$ cat src/rtl/bru_pkg.sv
package bru_pkg;
    typedef enum logic [1:0] {
        ST_IDLE,
        ST_TAKEN,
        ST_NOT_TAKEN,
        ST_FAULT
    } bru_state_e;

    // Relation codes; numbering is decoded by the branch encoding.
    localparam logic [3:0] CC_EQ  = 4'd0;
    localparam logic [3:0] CC_NE  = 4'd1;
    localparam logic [3:0] CC_SLT = 4'd2;
    localparam logic [3:0] CC_SGT = 4'd3;
    localparam logic [3:0] CC_ULT = 4'd4;
    localparam logic [3:0] CC_UGT = 4'd5;
    localparam logic [3:0] CC_SGE = 4'd6;
    localparam logic [3:0] CC_SLE = 4'd7;
    localparam logic [3:0] CC_UGE = 4'd8;
    localparam logic [3:0] CC_ULE = 4'd9;
endpackage

$ cat src/rtl/bru_operand_latch.sv
module bru_operand_latch #(
    parameter int DATA_W = 32,
    parameter int LANES  = 2
) (
    input  logic                          clk,
    input  logic                          rst_n,
    input  logic                          load,
    input  logic [LANES-1:0][DATA_W-1:0]  d,
    output logic [LANES-1:0][DATA_W-1:0]  q
);
    for (genvar g = 0; g < LANES; g++) begin : g_lane
        always_ff @(posedge clk) begin
            if (!rst_n)
                q[g] <= '0;
            else if (load)
                q[g] <= d[g];
        end
    end
endmodule

$ cat src/rtl/bru_cond_eval.sv
module bru_cond_eval
    import bru_pkg::*;
#(
    parameter int DATA_W = 32
) (
    input  logic [DATA_W-1:0] opa,
    input  logic [DATA_W-1:0] opb,
    input  logic [3:0]        cond,
    output logic              hit,
    output logic              legal
);
    logic eq, slt, ult;

    always_comb begin
        eq  = (opa == opb);
        slt = ($signed(opa) < $signed(opb));
        ult = (opa < opb);
        legal = 1'b1;
        case (cond)
            CC_EQ:   hit = eq;
            CC_NE:   hit = !eq;
            CC_SLT:  hit = slt;
            CC_SGT:  hit = !slt && !eq;
            CC_ULT:  hit = ult;
            CC_UGT:  hit = !ult && !eq;
            CC_SGE:  hit = !slt;
            CC_SLE:  hit = slt || eq;
            CC_UGE:  hit = !ult;
            CC_ULE:  hit = ult || eq;
            default: begin
                hit   = 1'b0;
                legal = 1'b0;
            end
        endcase
    end
endmodule

$ cat src/rtl/bru_target_calc.sv
module bru_target_calc #(
    parameter int PC_W  = 32,
    parameter int OFF_W = 10
) (
    input  logic [PC_W-1:0]  pc,
    input  logic [OFF_W-1:0] offset,
    output logic [PC_W-1:0]  seq_pc,
    output logic [PC_W-1:0]  jump_pc
);
    localparam int EXT_W = PC_W - OFF_W - 1;
    localparam logic [PC_W-1:0] INSN_BYTES = PC_W'(2);

    logic [PC_W-1:0] disp;

    always_comb begin
        disp    = {{EXT_W{offset[OFF_W-1]}}, offset, 1'b0};
        seq_pc  = pc + INSN_BYTES;
        jump_pc = seq_pc + disp;
    end
endmodule

$ cat src/rtl/bru_core.sv
module bru_core
    import bru_pkg::*;
#(
    parameter int DATA_W = 32,
    parameter int PC_W   = 32,
    parameter int OFF_W  = 10
) (
    input  logic              clk,
    input  logic              rst_n,
    input  logic              cmp_load,
    input  logic [DATA_W-1:0] cmp_a,
    input  logic [DATA_W-1:0] cmp_b,
    input  logic              br_req,
    input  logic [3:0]        br_cond,
    input  logic [OFF_W-1:0]  br_offset,
    input  logic [PC_W-1:0]   cur_pc,
    output logic              res_valid,
    output logic              res_taken,
    output logic [PC_W-1:0]   res_next_pc,
    output logic              res_illegal
);
    localparam int LANES = 2;

    logic [LANES-1:0][DATA_W-1:0] held;
    logic [LANES-1:0][DATA_W-1:0] fresh;
    logic             hit, legal;
    logic [PC_W-1:0]  seq_pc, jump_pc;
    bru_state_e       state_q, state_d;

    assign fresh[0] = cmp_a;
    assign fresh[1] = cmp_b;

    bru_operand_latch #(.DATA_W(DATA_W), .LANES(LANES)) u_latch (
        .clk  (clk),
        .rst_n(rst_n),
        .load (cmp_load),
        .d    (fresh),
        .q    (held)
    );

    bru_cond_eval #(.DATA_W(DATA_W)) u_eval (
        .opa  (held[0]),
        .opb  (held[1]),
        .cond (br_cond),
        .hit  (hit),
        .legal(legal)
    );

    bru_target_calc #(.PC_W(PC_W), .OFF_W(OFF_W)) u_target (
        .pc     (cur_pc),
        .offset (br_offset),
        .seq_pc (seq_pc),
        .jump_pc(jump_pc)
    );

    // Next-state selection
    always_comb begin
        if (!br_req)
            state_d = ST_IDLE;
        else if (!legal)
            state_d = ST_FAULT;
        else if (hit)
            state_d = ST_TAKEN;
        else
            state_d = ST_NOT_TAKEN;
    end

    // State and PC registers
    always_ff @(posedge clk) begin
        if (!rst_n) begin
            state_q     <= ST_IDLE;
            res_next_pc <= '0;
        end else begin
            state_q <= state_d;
            if (br_req) begin
                unique case (state_d)
                    ST_TAKEN:     res_next_pc <= jump_pc;
                    ST_NOT_TAKEN: res_next_pc <= seq_pc;
                    ST_FAULT:     res_next_pc <= cur_pc;
                    ST_IDLE:      res_next_pc <= res_next_pc;
                endcase
            end
        end
    end

    // Outputs decoded from state
    always_comb begin
        res_valid   = 1'b0;
        res_taken   = 1'b0;
        res_illegal = 1'b0;
        unique case (state_q)
            ST_IDLE:      ;
            ST_TAKEN:     begin res_valid = 1'b1; res_taken = 1'b1; end
            ST_NOT_TAKEN: res_valid = 1'b1;
            ST_FAULT:     begin res_valid = 1'b1; res_illegal = 1'b1; end
        endcase
    end

    a_r1_reset_idle: assert property (@(posedge clk)
        !rst_n |=> (!res_valid && held[0] == '0 && held[1] == '0));

    a_r2_capture: assert property (@(posedge clk) disable iff (!rst_n)
        cmp_load |=> (held[0] == $past(cmp_a) && held[1] == $past(cmp_b)));

    a_r8_valid_after_req: assert property (@(posedge clk) disable iff (!rst_n)
        br_req |=> res_valid);

    a_r8_quiet_without_req: assert property (@(posedge clk) disable iff (!rst_n)
        !br_req |=> !res_valid);

    a_r6_fault_keeps_pc: assert property (@(posedge clk) disable iff (!rst_n)
        (br_req && br_cond > 4'd9) |=>
            (res_illegal && !res_taken && res_next_pc == $past(cur_pc)));

    a_r5_fallthrough: assert property (@(posedge clk) disable iff (!rst_n)
        (br_req && br_cond <= 4'd9) |=>
            (!res_illegal && (res_taken || res_next_pc == $past(cur_pc) + PC_W'(2))));

    a_r9_exclusive: assert property (@(posedge clk) disable iff (!rst_n)
        !(res_taken && res_illegal) && (res_valid || (!res_taken && !res_illegal)));
endmodule

$ cat config.mk
export PLATFORM = sky130hd
export DESIGN_NAME = bru_core
export DESIGN_NICKNAME = d
export VERILOG_FILES = /design/src/rtl/bru_pkg.sv /design/src/rtl/bru_operand_latch.sv /design/src/rtl/bru_cond_eval.sv /design/src/rtl/bru_target_calc.sv /design/src/rtl/bru_core.sv
export SDC_FILE = /design/constraint.sdc
export NUM_CORES = 1
export LEC_CHECK = 0
export CAP_MARGIN = 25
export CORE_ASPECT_RATIO = 0.6
export CORE_MARGIN = 2
export CORE_UTILIZATION = 40
export DETAILED_ROUTE_END_ITERATION = 7
export MAX_ROUTING_LAYER = met4
export PLACE_DENSITY = 0.7
export SYNTH_ARGS = -nofsm -noshare
export SYNTH_HDL_FRONTEND = slang
export SYNTH_SLANG_ARGS = --single-unit
$ cat constraint.sdc
create_clock -name clk -period 5.2 [get_ports clk]
set_input_delay 1.04 -clock clk [delete_from_list [all_inputs] [get_ports clk]]
set_output_delay 1.04 -clock clk [all_outputs]
set_load 0.02 [all_outputs]
==> run_results.csv, run 1 <==
group,metric,value,unit
critical_path,cp.depth,16,
power_and_ir_drop,p_per_area,253,mW/mm2
synthesis,syn_avg_cell_area,8.16,um2
synthesis,yosysWarnings,0,
route,antenna_left,0,
die,die_x,177,um
synthesis,synth.distinct_cells,65,
die,die-area,0.0190,mm2
power_and_ir_drop,p_leak,0.00402,uW
finish,diodes,0,
critical_path,slowest_stage,"or4b_2",
critical_path,cpPeakStageDelay,650,ps
clock_network,htree_levels,3,
route,num_vias,6915,
clock_network,path_clk_slew,80,ps
finish,utilization,55.3,%
worst_hold_path,min_path_cells,2,
route,drtPass1Iterations,5,
finish,fillers,1649,
grt,grt_pass1_vias,6489,
place,place_congestion,1.02,
timing,fin_skew,15.5,ps
grt,grt_use_met2,31.2,%
place,dp_hpwl,16.3,mm
route,routed_wl,21.6,mm
synthesis,ys_async_sr_fraction,0,%
clock_network,cts_tree,"yes",
timing,finalCritPeriodShare,96.3,%
die,rows,37,
critical_path,critical_path.top_delay_family,"simple AND/OR/NAND/NOR gates",
finish,drive_above_1_share,8.83,%
grt,use_met3,4.48,%
critical_path,worstSetupPathType,"in2reg",
clock_network,postCtsSetupBuffers,0,
critical_path,crit_required,5490,ps
critical_path,start_kind,"primary input",
place,portBuffers,148,
finish,multi_input_comb_area,0.00483,mm2
critical_path,crit_chain,"clkdlybuf4s50_1 -> and3_1 -> nand3_1 -> or2_1 -> or3_1 -> xnor2_2 -> ha_1 -> a41oi_1 -> o21ai_0 -> a221o_1 -> a41oi_2 -> o21ai_0 -> or4b_2 -> nand3_1 -> mux2i_1 -> a21oi_1",
grt,overflow,0,
grt,grtUsageTotal,23.5,%
flow_run,max-cap-violations,0,
grt,busiest_layer,"met1",
grt,grtUsageMet1,36.6,%
critical_path,critPathCaptureType,"flop",
worst_hold_path,hp-class,"reg2reg",
clock_network,cts_sinks,98,
synthesis,ys_seq_area_share,27.5,%
route,wire_per_inst,16.8,um
grt,grt_max_degree,67,
grt,antenna_found_initial,0,
timing,setup_ws,194,ps
timing,max-slew-margin-rel,28.2,%
route,first_iter_violations,553,
critical_path,cp.arrival,5300,ps
timing,period_minus_slack,5010,ps
finish,nets,1226,
timing,finalHoldViolations,0,
route,vias_per_cell,5.37,
synthesis,synth_seq_cells,98,
clock_network,cts.path.max_buffers,2,
critical_path,rr_worst_depth,12,
timing,timing.hold.ws,482,ps
timing,setup_viol,0,
synthesis,synth_cells,875,
timing,rsz0062_at_grt,"no",
die,start_util,41.3,%
clock_network,worstSkewPairLatency,350,ps
timing,fmax,200,MHz
clock_network,cts_buffers,9,
power_and_ir_drop,peakVddDrop,0.166,mV
critical_path,crit_buf_inv,1,
place,dp_slack,-260,ps
timing,worstMarginPinSlew,1070,ps
critical_path,crit_fanout,5,
grt,grt_first_pass_wirelength,34.3,mm
finish,area_growth,34.0,%
synthesis,syn_area,0.00714,mm2
clock_network,cts-root-buf,"clkbuf_16",
route,drc,0,
synthesis,synth_ff_type,"dfxtp_1",
die,core_area,0.0173,mm2
synthesis,synth_edf_count,0,
die,die_height,108,um
finish,seq_area,0.00196,mm2
timing,slew_viol_final,0,
synthesis,synth_fp_nets,1053,
die,io_pins,149,
status,status,"finished clean",
==> synth_stat cells, types with 2 or more instances <==
library cell | n | area (um2)
a211o_1 | 2 | 17.5
a211oi_1 | 2 | 15.0
a21o_1 | 18 | 135
a21oi_1 | 74 | 370
a221oi_1 | 5 | 43.8
a22oi_1 | 2 | 15.0
a31oi_1 | 27 | 169
a32oi_1 | 4 | 35.0
a41oi_1 | 3 | 26.3
and2_1 | 3 | 18.8
and3_1 | 8 | 50.1
and4_1 | 2 | 17.5
buf_2 | 5 | 25.0
clkbuf_1 | 36 | 135
dfxtp_1 | 98 | 1960
ha_1 | 63 | 788
inv_1 | 54 | 203
mux2i_1 | 71 | 711
nand2_1 | 67 | 251
nand2b_1 | 4 | 25.0
nand3_1 | 31 | 155
nand4_1 | 16 | 100
nor2_1 | 35 | 131
nor2b_1 | 70 | 438
nor3_1 | 11 | 55.1
nor4_1 | 4 | 25.0
o211ai_1 | 3 | 22.5
o21a_1 | 2 | 15.0
o21ai_0 | 49 | 245
o21ai_1 | 2 | 10.0
o21bai_1 | 3 | 22.5
o22ai_1 | 3 | 18.8
o31ai_1 | 4 | 30.0
or2_2 | 5 | 31.3
or3_1 | 6 | 37.5
or4_1 | 3 | 22.5
or4b_4 | 2 | 27.5
xnor2_1 | 35 | 307
xor2_1 | 17 | 149
==> sequential cells by signal, indices dropped and copies added (netlist names) <==
register and flops:
state_q 2, res_next_pc 32, u_latch.q 64
==> worst min-delay path, cell delays in order (launching register included) <==
cell	delay (ps)
dfxtp_1	310
nand3_1	70
o31ai_1	60
==> logic make-up after synthesis <==
logic type / synth area share, %
compound gates: 18.8
xor+xnor: 6.38
fa+ha+maj: 11.3
buf+inv: 5.13
flops: 27.5
mux: 9.95
simple gates: 20.9
==> cell type report <==
type,instances,area share [%]
Timing Repair Buffer,204,20.3
Tap cell,234,3.06
Clock buffer,10,2.50
Sequential cell,98,20.5
Inverter,54,2.12
Clock inverter,6,0.994
Multi-Input combinational cell,681,50.5
==> power breakdown <==
part	switching (uW)	internal (uW)	total, uW
Combinational	426	389	815
Sequential	30.2	806	837
Clock	330	441	771
==> through the flow <==
stage	instance area [um2]	total power (uW)	setup TNS [ps]	std cells
2_1_floorplan	7140	1320	0	875
3_3_place_gp	9150	1630	-132	1268
3_5_place_dp	9170	1640	-329	1269
4_1_cts	9510	2420	0	1285
5_1_grt	9570	2550	0	1287
6_report	9570	2420	0	1287
==> layer usage <==
metal  part of all wire (%)  vias up
met3                    7.5       16
met1                     54     3189
met4                   0.62        0
met2                     38      226
met5                      0        -
li1                       -     3484
==> repair_timing <==
| item | in CTS | in global routing |
|---|---|---|
| endpoints found under the setup margin | 0 | 1 |
| hold endpoints to repair | 0 | 0 |
| gates resized for setup | 0 | 2 |
| hold buffers | 0 | 0 |
==> final timing paths <==
check,start,end,slack (ps)
setup / recovery,cur_pc[1],res_next_pc[28]$_SDFFE_PN0P_,190
hold / removal,res_next_pc[2]$_SDFFE_PN0P_,res_next_pc[2]$_SDFFE_PN0P_,480
setup reg to reg,u_latch.q[46]$_SDFFE_PN0P_,res_next_pc[1]$_SDFFE_PN0P_,1450
hold reg to reg,res_next_pc[2]$_SDFFE_PN0P_,res_next_pc[2]$_SDFFE_PN0P_,480
==> layout by cell type (no fill, tap or decap), drive strengths merged, types with 4 or more instances in the layout <==
cell type / count
nor2b: 70
clkdlybuf4s50: 146
clkbuf: 10
nand2b: 4
nand2: 67
a21o: 18
a31oi: 28
ha: 63
o31ai: 4
nor3: 12
xnor2: 35
nor4: 5
a221oi: 5
nor2: 35
buf: 58
o21ai: 51
or3: 6
a41oi: 4
mux2i: 71
xor2: 17
inv: 56
nand4: 17
or4b: 4
and3: 8
or2: 6
a32oi: 4
dfxtp: 98
a21oi: 74
nand3: 31
(Power assumes the default switching activity.)
==> run 2, diff against run 1 <==
--- a/config.mk
+++ b/config.mk
@@ -11,7 +11,8 @@
 export CORE_UTILIZATION = 40
 export DETAILED_ROUTE_END_ITERATION = 7
 export MAX_ROUTING_LAYER = met4
-export PLACE_DENSITY = 0.7
+export PLACE_DENSITY = 0.69
 export SYNTH_ARGS = -nofsm -noshare
 export SYNTH_HDL_FRONTEND = slang
+export SYNTH_HIERARCHICAL = 1
 export SYNTH_SLANG_ARGS = --single-unit
==> run_results.csv, run 2 <==
group,metric,value,unit
status,status,"finished clean",
power_and_ir_drop,share_seq_of_total_power,33.4,%
synthesis,synthSimpleGateAreaFrac,22.0,%
synthesis,syn_avg_cell_area,8.60,um2
grt,antenna_found_initial,0,
clock_network,cts_sinks,98,
power_and_ir_drop,p_leak,0.00418,uW
clock_network,postCtsSetupBuffers,0,
route,wire_per_inst,17.2,um
finish,area_growth,30.0,%
route,drtPass1Iterations,5,
critical_path,start_kind,"primary input",
synthesis,syn_area,0.00759,mm2
critical_path,crit_fanout,4,
power_and_ir_drop,power_frac_comb,35.6,%
power_and_ir_drop,p_clk_share,31.0,%
route,routed_wl,22.3,mm
synthesis,ys_seq_area_share,25.8,%
die,die_height,111,um
synthesis,synth_xor_area_share,6.44,%
finish,layout_commonest_cell,"clkdlybuf4s50_1",
power_and_ir_drop,power.switching,848,uW
synthesis,synth-compound-area-share,15.2,%
synthesis,synth.distinct_cells,68,
finish,final_cells,1295,
timing,worstMarginPinSlew,849,ps
finish,final_cell_mix,"clkdlybuf4s50_1 (146), dfxtp_1 (98), mux2i_1 (97)",
finish,nets,1232,
place,dp.cells,1278,
timing,finalCritPeriodShare,94.0,%
synthesis,synth_fp_nets,1065,
critical_path,crit_required,5430,ps
place,place_congestion,0.981,
grt,grt_use_met2,29.5,%
synthesis,yosys.area.top_type,"dfxtp_1",
power_and_ir_drop,internal_power,1680,uW
timing,max-slew-margin-rel,43.2,%
grt,overflow,0,
power_and_ir_drop,switching_share,33.5,%
finish,multi_input_comb_area,0.00515,mm2
worst_hold_path,hp-class,"reg2reg",
timing,setup_tns,0,ps
critical_path,r2r-start,"u_latch/q[63]$_SDFFE_PN0P_",
finish,fillers,1741,
clock_network,path_clk_slew,80,ps
finish,largest_reg_flops,64,
synthesis,synth_edf_count,0,
synthesis,synth.most_common_cell,"dfxtp_1",
clock_network,cts.path.max_buffers,2,
die,die-area,0.0201,mm2
timing,fin_skew,13.2,ps
place,portBuffers,148,
clock_network,cts-root-buf,"clkbuf_16",
route,first_iter_violations,640,
synthesis,synth_cells,883,
synthesis,synth_area_leaders,"dfxtp_1 (26%), mux2i_1 (13%), ha_1 (11%)",
synthesis,synth_ff_type,"dfxtp_1",
die,core_area,0.0184,mm2
power_and_ir_drop,p_per_area,256,mW/mm2
finish,drive_above_1_share,8.44,%
synthesis,yosysWarnings,6,
die,rows,38,
clock_network,cts.repair.resized,0,
grt,grt_max_degree,81,
grt,grt_first_pass_wirelength,36.2,mm
critical_path,r2r_setup_slack,1140,ps
critical_path,crit_path_start,"cur_pc[10]",
power_and_ir_drop,peakVddDrop,0.148,mV
timing,rsz0062_at_grt,"no",
finish,reg_top3,"u_latch/q: 64 flops, res_next_pc: 32 flops, state_q: 2 flops",
timing,slew_viol_final,0,
clock_network,htree_levels,3,
critical_path,critPathCaptureType,"flop",
place,dp_hpwl,16.9,mm
synthesis,yosys.area_share.adder,11.3,%
critical_path,rr_worst_depth,12,
finish,top_register,"u_latch/q",
flow_run,max-cap-violations,0,
timing,period_minus_slack,4890,ps
route,num_vias,7048,
critical_path,cp.arrival,5110,ps
clock_network,cts_tree,"yes",
clock_network,worstSkewPairLatency,360,ps
grt,grt_pass1_vias,6603,
grt,grtUsageMet1,36.3,%
synthesis,synth_top_family_by_area,"simple AND/OR/NAND/NOR gates",
grt,use_met3,4.63,%
grt,busiest_layer,"met1",
synthesis,yosys-top-cells-count,"dfxtp_1 (98), mux2i_1 (97), nand2_1 (81), ha_1 (67), nor2b_1 (67)",
synthesis,synth_seq_cells,98,
critical_path,setup.worst_path.end,"res_next_pc[30]$_SDFFE_PN0P_",
timing,setup_viol,0,
finish,seq_area,0.00196,mm2
die,start_util,41.4,%
synthesis,ys_async_sr_fraction,0,%
critical_path,timing.rr.end,"res_next_pc[8]$_SDFFE_PN0P_",
clock_network,ctsHoldBuffers,0,
die,die_x,182,um
timing,finalHoldViolations,0,
finish,diodes,0,
critical_path,worstSetupPathType,"in2reg",
grt,grtUsageTotal,23.0,%
route,vias_per_cell,5.44,
route,drc,0,
synthesis,synth.mux.area_fraction,12.9,%
timing,fmax,205,MHz
synthesis,synth.top_cell.area_share,25.8,%
route,antenna_left,0,
die,io_pins,149,
clock_network,cts_buffers,9,
run 2: cell count changes after synthesis, sizes merged, moves of 8 or more:
cell,before,now
clkbuf,36,22
mux2i,71,97
o21ai,51,25
a31oi,28,8
buf,6,24
nand3b,1,32
nand2,67,81
a21oi,74,52
nand3,31,19
a21o,18,10
o221ai,1,33
run 2: how the worst min path moves through the flow:
stage | startpoint | endpoint | slack (ps) | cells after the start
final | res_next_pc[28]$_SDFFE_PN0P_ | res_next_pc[28]$_SDFFE_PN0P_ | 510 | 2
after global placement | res_next_pc[7]$_SDFFE_PN0P_ | res_next_pc[7]$_SDFFE_PN0P_ | 490 | 2
after CTS | res_next_pc[9]$_SDFFE_PN0P_ | res_next_pc[9]$_SDFFE_PN0P_ | 510 | 2
after global routing | res_next_pc[28]$_SDFFE_PN0P_ | res_next_pc[28]$_SDFFE_PN0P_ | 530 | 2
after floorplan | u_latch/q[0]$_SDFFE_PN0P_ | u_latch/q[0]$_SDFFE_PN0P_ | 480 | 2
after detailed placement | res_next_pc[9]$_SDFFE_PN0P_ | res_next_pc[9]$_SDFFE_PN0P_ | 480 | 2
run 2: power groups by stage:
stage               logic [uW]  registers [uW]  clock network [uW]
global route               982             854                 829
CTS                        893             847                 805
finish                     900             847                 784
global placement           879             862                   0
detailed placement         888             863                   0
floorplan                  529             891                   0
run 2: area by class of cell:
| cell class | count | share of cell area (%) |
|---|---|---|
| sequential | 98 | 19.9 |
| timing repair buffer | 202 | 19.4 |
| clock buffer | 9 | 2.28 |
| inverter | 52 | 1.98 |
| tap | 240 | 3.04 |
| multi-input combinational | 687 | 52.2 |
| clock inverter | 7 | 1.23 |
run 2: per-stage QoR:
stage | setup slack [ps] | instance area, um2 | total power, uW | util [%] | hold slack [ps]
2_1_floorplan | 967 | 7590 | 1420 | - | 483
3_3_place_gp | 65.9 | 9500 | 1740 | 51.7 | 487
3_5_place_dp | -16.9 | 9500 | 1750 | 51.7 | 480
4_1_cts | 369 | 9840 | 2550 | 53.6 | 508
5_1_grt | 117 | 9870 | 2660 | 53.8 | 534
6_report | 314 | 9870 | 2530 | 53.8 | 507
run 2: metal layers:
layer / share of wire [%] / wire [um]
met4: 0.81 / 180
met1: 56 / 12600
met3: 6.7 / 1500
met2: 36 / 8090
met5: 0 / 0
run 2: cell families after synthesis:
group,after synthesis
multiplexers,98
flip-flops,98
buffers and inverters,98
AND/OR/NAND/NOR,295
AO/OA/AOI/OAI,171
XOR/XNOR,55
adder cells (fa/ha/maj),68
run 2: critical path: stages:
cell             delay (ps)
clkdlybuf4s50_1         550
nand4_2                 240
or4_4                   640
nor2_1                  240
nand3_1                 170
xnor2_1                 220
ha_1                    310
a21o_1                  180
a21oi_1                 180
or3b_2                  450
a31oi_1                 310
o31ai_1                 170
xnor2_1                 140
mux2i_1                 140
o221ai_1                110
==> run 3, diff against run 2 <==
--- a/config.mk
+++ b/config.mk
@@ -5,13 +5,14 @@
 export SDC_FILE = /design/constraint.sdc
 export NUM_CORES = 1
 export LEC_CHECK = 0
-export CAP_MARGIN = 25
+export CAP_MARGIN = 10
 export CORE_ASPECT_RATIO = 0.6
 export CORE_MARGIN = 2
-export CORE_UTILIZATION = 40
+export CORE_UTILIZATION = 28
 export DETAILED_ROUTE_END_ITERATION = 7
+export GPL_TIMING_DRIVEN = 0
 export MAX_ROUTING_LAYER = met4
-export PLACE_DENSITY = 0.69
+export PLACE_DENSITY = 0.54
 export SYNTH_ARGS = -nofsm -noshare
 export SYNTH_HDL_FRONTEND = slang
 export SYNTH_HIERARCHICAL = 1
==> run_results.csv, run 3 (same netlist as run 2, synthesis figures left out) <==
group,metric,value,unit
status,status,"finished clean",
clock_network,path_clk_slew,80,ps
timing,fin_skew,9.94,ps
critical_path,crit_fanout,8,
finish,reg_top3,"u_latch/q: 64 flops, res_next_pc: 32 flops, state_q: 2 flops",
power_and_ir_drop,internal_power,1610,uW
die,rows,46,
timing,timing.hold.ws,510,ps
finish,largest_reg_flops,64,
flow_run,max-cap-violations,0,
route,wire_per_inst,17.2,um
clock_network,htree_levels,3,
clock_network,cts_buffers,9,
critical_path,worstSetupPathType,"in2reg",
timing,fmax,201,MHz
power_and_ir_drop,p_leak,0.00409,uW
power_and_ir_drop,p_total,2470,uW
power_and_ir_drop,share_seq_of_total_power,34.2,%
finish,final_cell_mix,"clkdlybuf4s50_1 (140), dfxtp_1 (98), mux2i_1 (97)",
power_and_ir_drop,power.switching,861,uW
clock_network,cts_sinks,98,
power_and_ir_drop,peakVddDrop,0.176,mV
die,start_util,28.6,%
critical_path,r2r-start,"u_latch/q[63]$_SDFFE_PN0P_",
power_and_ir_drop,switching_share,34.8,%
route,drc,0,
grt,grt_max_degree,27,
critical_path,crit_required,5460,ps
timing,max-slew-margin-rel,53.5,%
clock_network,worstSkewPairLatency,380,ps
finish,top_register,"u_latch/q",
route,first_iter_violations,460,
timing,worstMarginPinSlew,691,ps
timing,period_minus_slack,4970,ps
place,place_congestion,0.875,
critical_path,timing.rr.end,"res_next_pc[15]$_SDFFE_PN0P_",
finish,layout_commonest_cell,"clkdlybuf4s50_1",
grt,grt_pass1_vias,6589,
die,die-area,0.0285,mm2
route,antenna_left,0,
grt,grtUsageTotal,17.7,%
power_and_ir_drop,p_clk_share,29.9,%
finish,nets,1222,
route,routed_wl,24.2,mm
worst_hold_path,min_path_cells,2,
finish,drive_above_1_share,6.03,%
power_and_ir_drop,power_frac_comb,35.9,%
timing,slew_viol_final,0,
route,vias_per_cell,4.95,
route,drtPass1Iterations,5,
finish,fillers,2748,
timing,finalCritPeriodShare,95.7,%
die,io_pins,149,
power_and_ir_drop,p_per_area,251,mW/mm2
critical_path,cp.arrival,5230,ps
clock_network,cts_tree,"yes",
critical_path,rr_worst_depth,13,
critical_path,r2r_setup_slack,1300,ps
clock_network,cts-root-buf,"clkbuf_16",
finish,area_growth,29.9,%
die,die_height,132,um
timing,finalHoldViolations,0,
grt,grt_first_pass_wirelength,38.1,mm
place,dp_hpwl,19.3,mm
place,portBuffers,145,
critical_path,start_kind,"primary input",
clock_network,cts.path.max_buffers,2,
timing,setup_viol,0,
route,num_vias,6958,
critical_path,critPathCaptureType,"flop",
worst_hold_path,hp-class,"reg2reg",
timing,rsz0062_at_grt,"yes",
die,core_area,0.0265,mm2
worst_hold_path,hp-start,"res_next_pc[5]$_SDFFE_PN0P_",
worst_hold_path,hold_end,"res_next_pc[5]$_SDFFE_PN0P_",
grt,antenna_found_initial,1,
grt,overflow,0,
die,die_x,217,um
[run 3: cell types whose count changed in the layout (fill, tap and decap cells not counted), sizes merged]
cell	before	now
buf	56	25
bufinv	2	1
clkbuf	9	32
clkdlybuf4s50	146	140
clkinv	3	2
diode	0	1
dlymetal6s2s	0	5
inv	54	55
[run 3: cell type report]
cell class                      instances  area, um2  share of cell area (%)
Sequential cell                        98       1960                    19.9
Clock inverter                          6       83.8                   0.850
Buffer                                 46        285                    2.89
Antenna cell                            1       2.50                  0.0254
Tap cell                              360        450                    4.57
Clock buffer                           10        229                    2.32
Multi-Input combinational cell        687       5180                    52.5
Inverter                               52        195                    1.98
Timing Repair Buffer                  146       1480                    15.0
[run 3: worst max path at each step]
stage          startpoint                      endpoint  slack [ps]
2_1_floorplan   cur_pc[8]  res_next_pc[30]$_SDFFE_PN0P_         970
3_3_place_gp    cur_pc[8]  res_next_pc[30]$_SDFFE_PN0P_        -510
3_5_place_dp    cur_pc[8]  res_next_pc[30]$_SDFFE_PN0P_        -510
4_1_cts         cur_pc[8]  res_next_pc[30]$_SDFFE_PN0P_          50
5_1_grt         cur_pc[9]  res_next_pc[30]$_SDFFE_PN0P_         -20
6_report        cur_pc[9]  res_next_pc[30]$_SDFFE_PN0P_         230
[run 3: stage by stage]
step           setup TNS (ps)  cells  util [%]  setup slack (ps)  area (um2)
6_report                    0   1406      37.2               226        9870
5_1_grt                 -15.6   1406      37.2             -15.6        9870
4_1_cts                     0   1404      37.0              49.3        9820
3_5_place_dp            -1930   1388      35.8              -506        9490
3_3_place_gp            -1950   1388      35.8              -513        9490
2_1_floorplan               0    883         -               967        7590
[run 3: worst max-delay path: stages]
cell and delay, ps:
clkdlybuf4s50_1 550, nand4_2 190, or4_4 630, nor2_1 160, nand2_1 90, xnor2_1 200
ha_1 260, clkbuf_1 190, a21o_1 210, a21o_1 160, a21oi_1 210, or3b_2 480
a31oi_2 270, o31ai_1 160, xnor2_1 150, mux2i_1 150, o221ai_1 120
[run 3: power groups by stage]
stage	registers, uW	clock network, uW	logic (uW)
after global placement	863	0	873
after floorplan	891	0	529
after CTS	847	774	884
after global routing	854	797	972
after detailed placement	864	0	877
final	846	739	888
[run 3: layer usage]
layer | up-vias | GRT usage [%] | share of wire (%)
li1 | 3498 | - | -
met4 | 0 | 3.81 | 1.1
met1 | 3234 | 27.7 | 56
met2 | 208 | 21.5 | 36
met5 | - | - | 0
met3 | 18 | 4.70 | 6.8
[run 3: timing repair]
action | CTS | global route
setup buffers | 0 | 0
resized for setup | 2 | 10
cloned | 0 | 0
pin swaps | 0 | 0
hold buffers | 0 | 0
endpoints found under the setup margin | 2 | 5
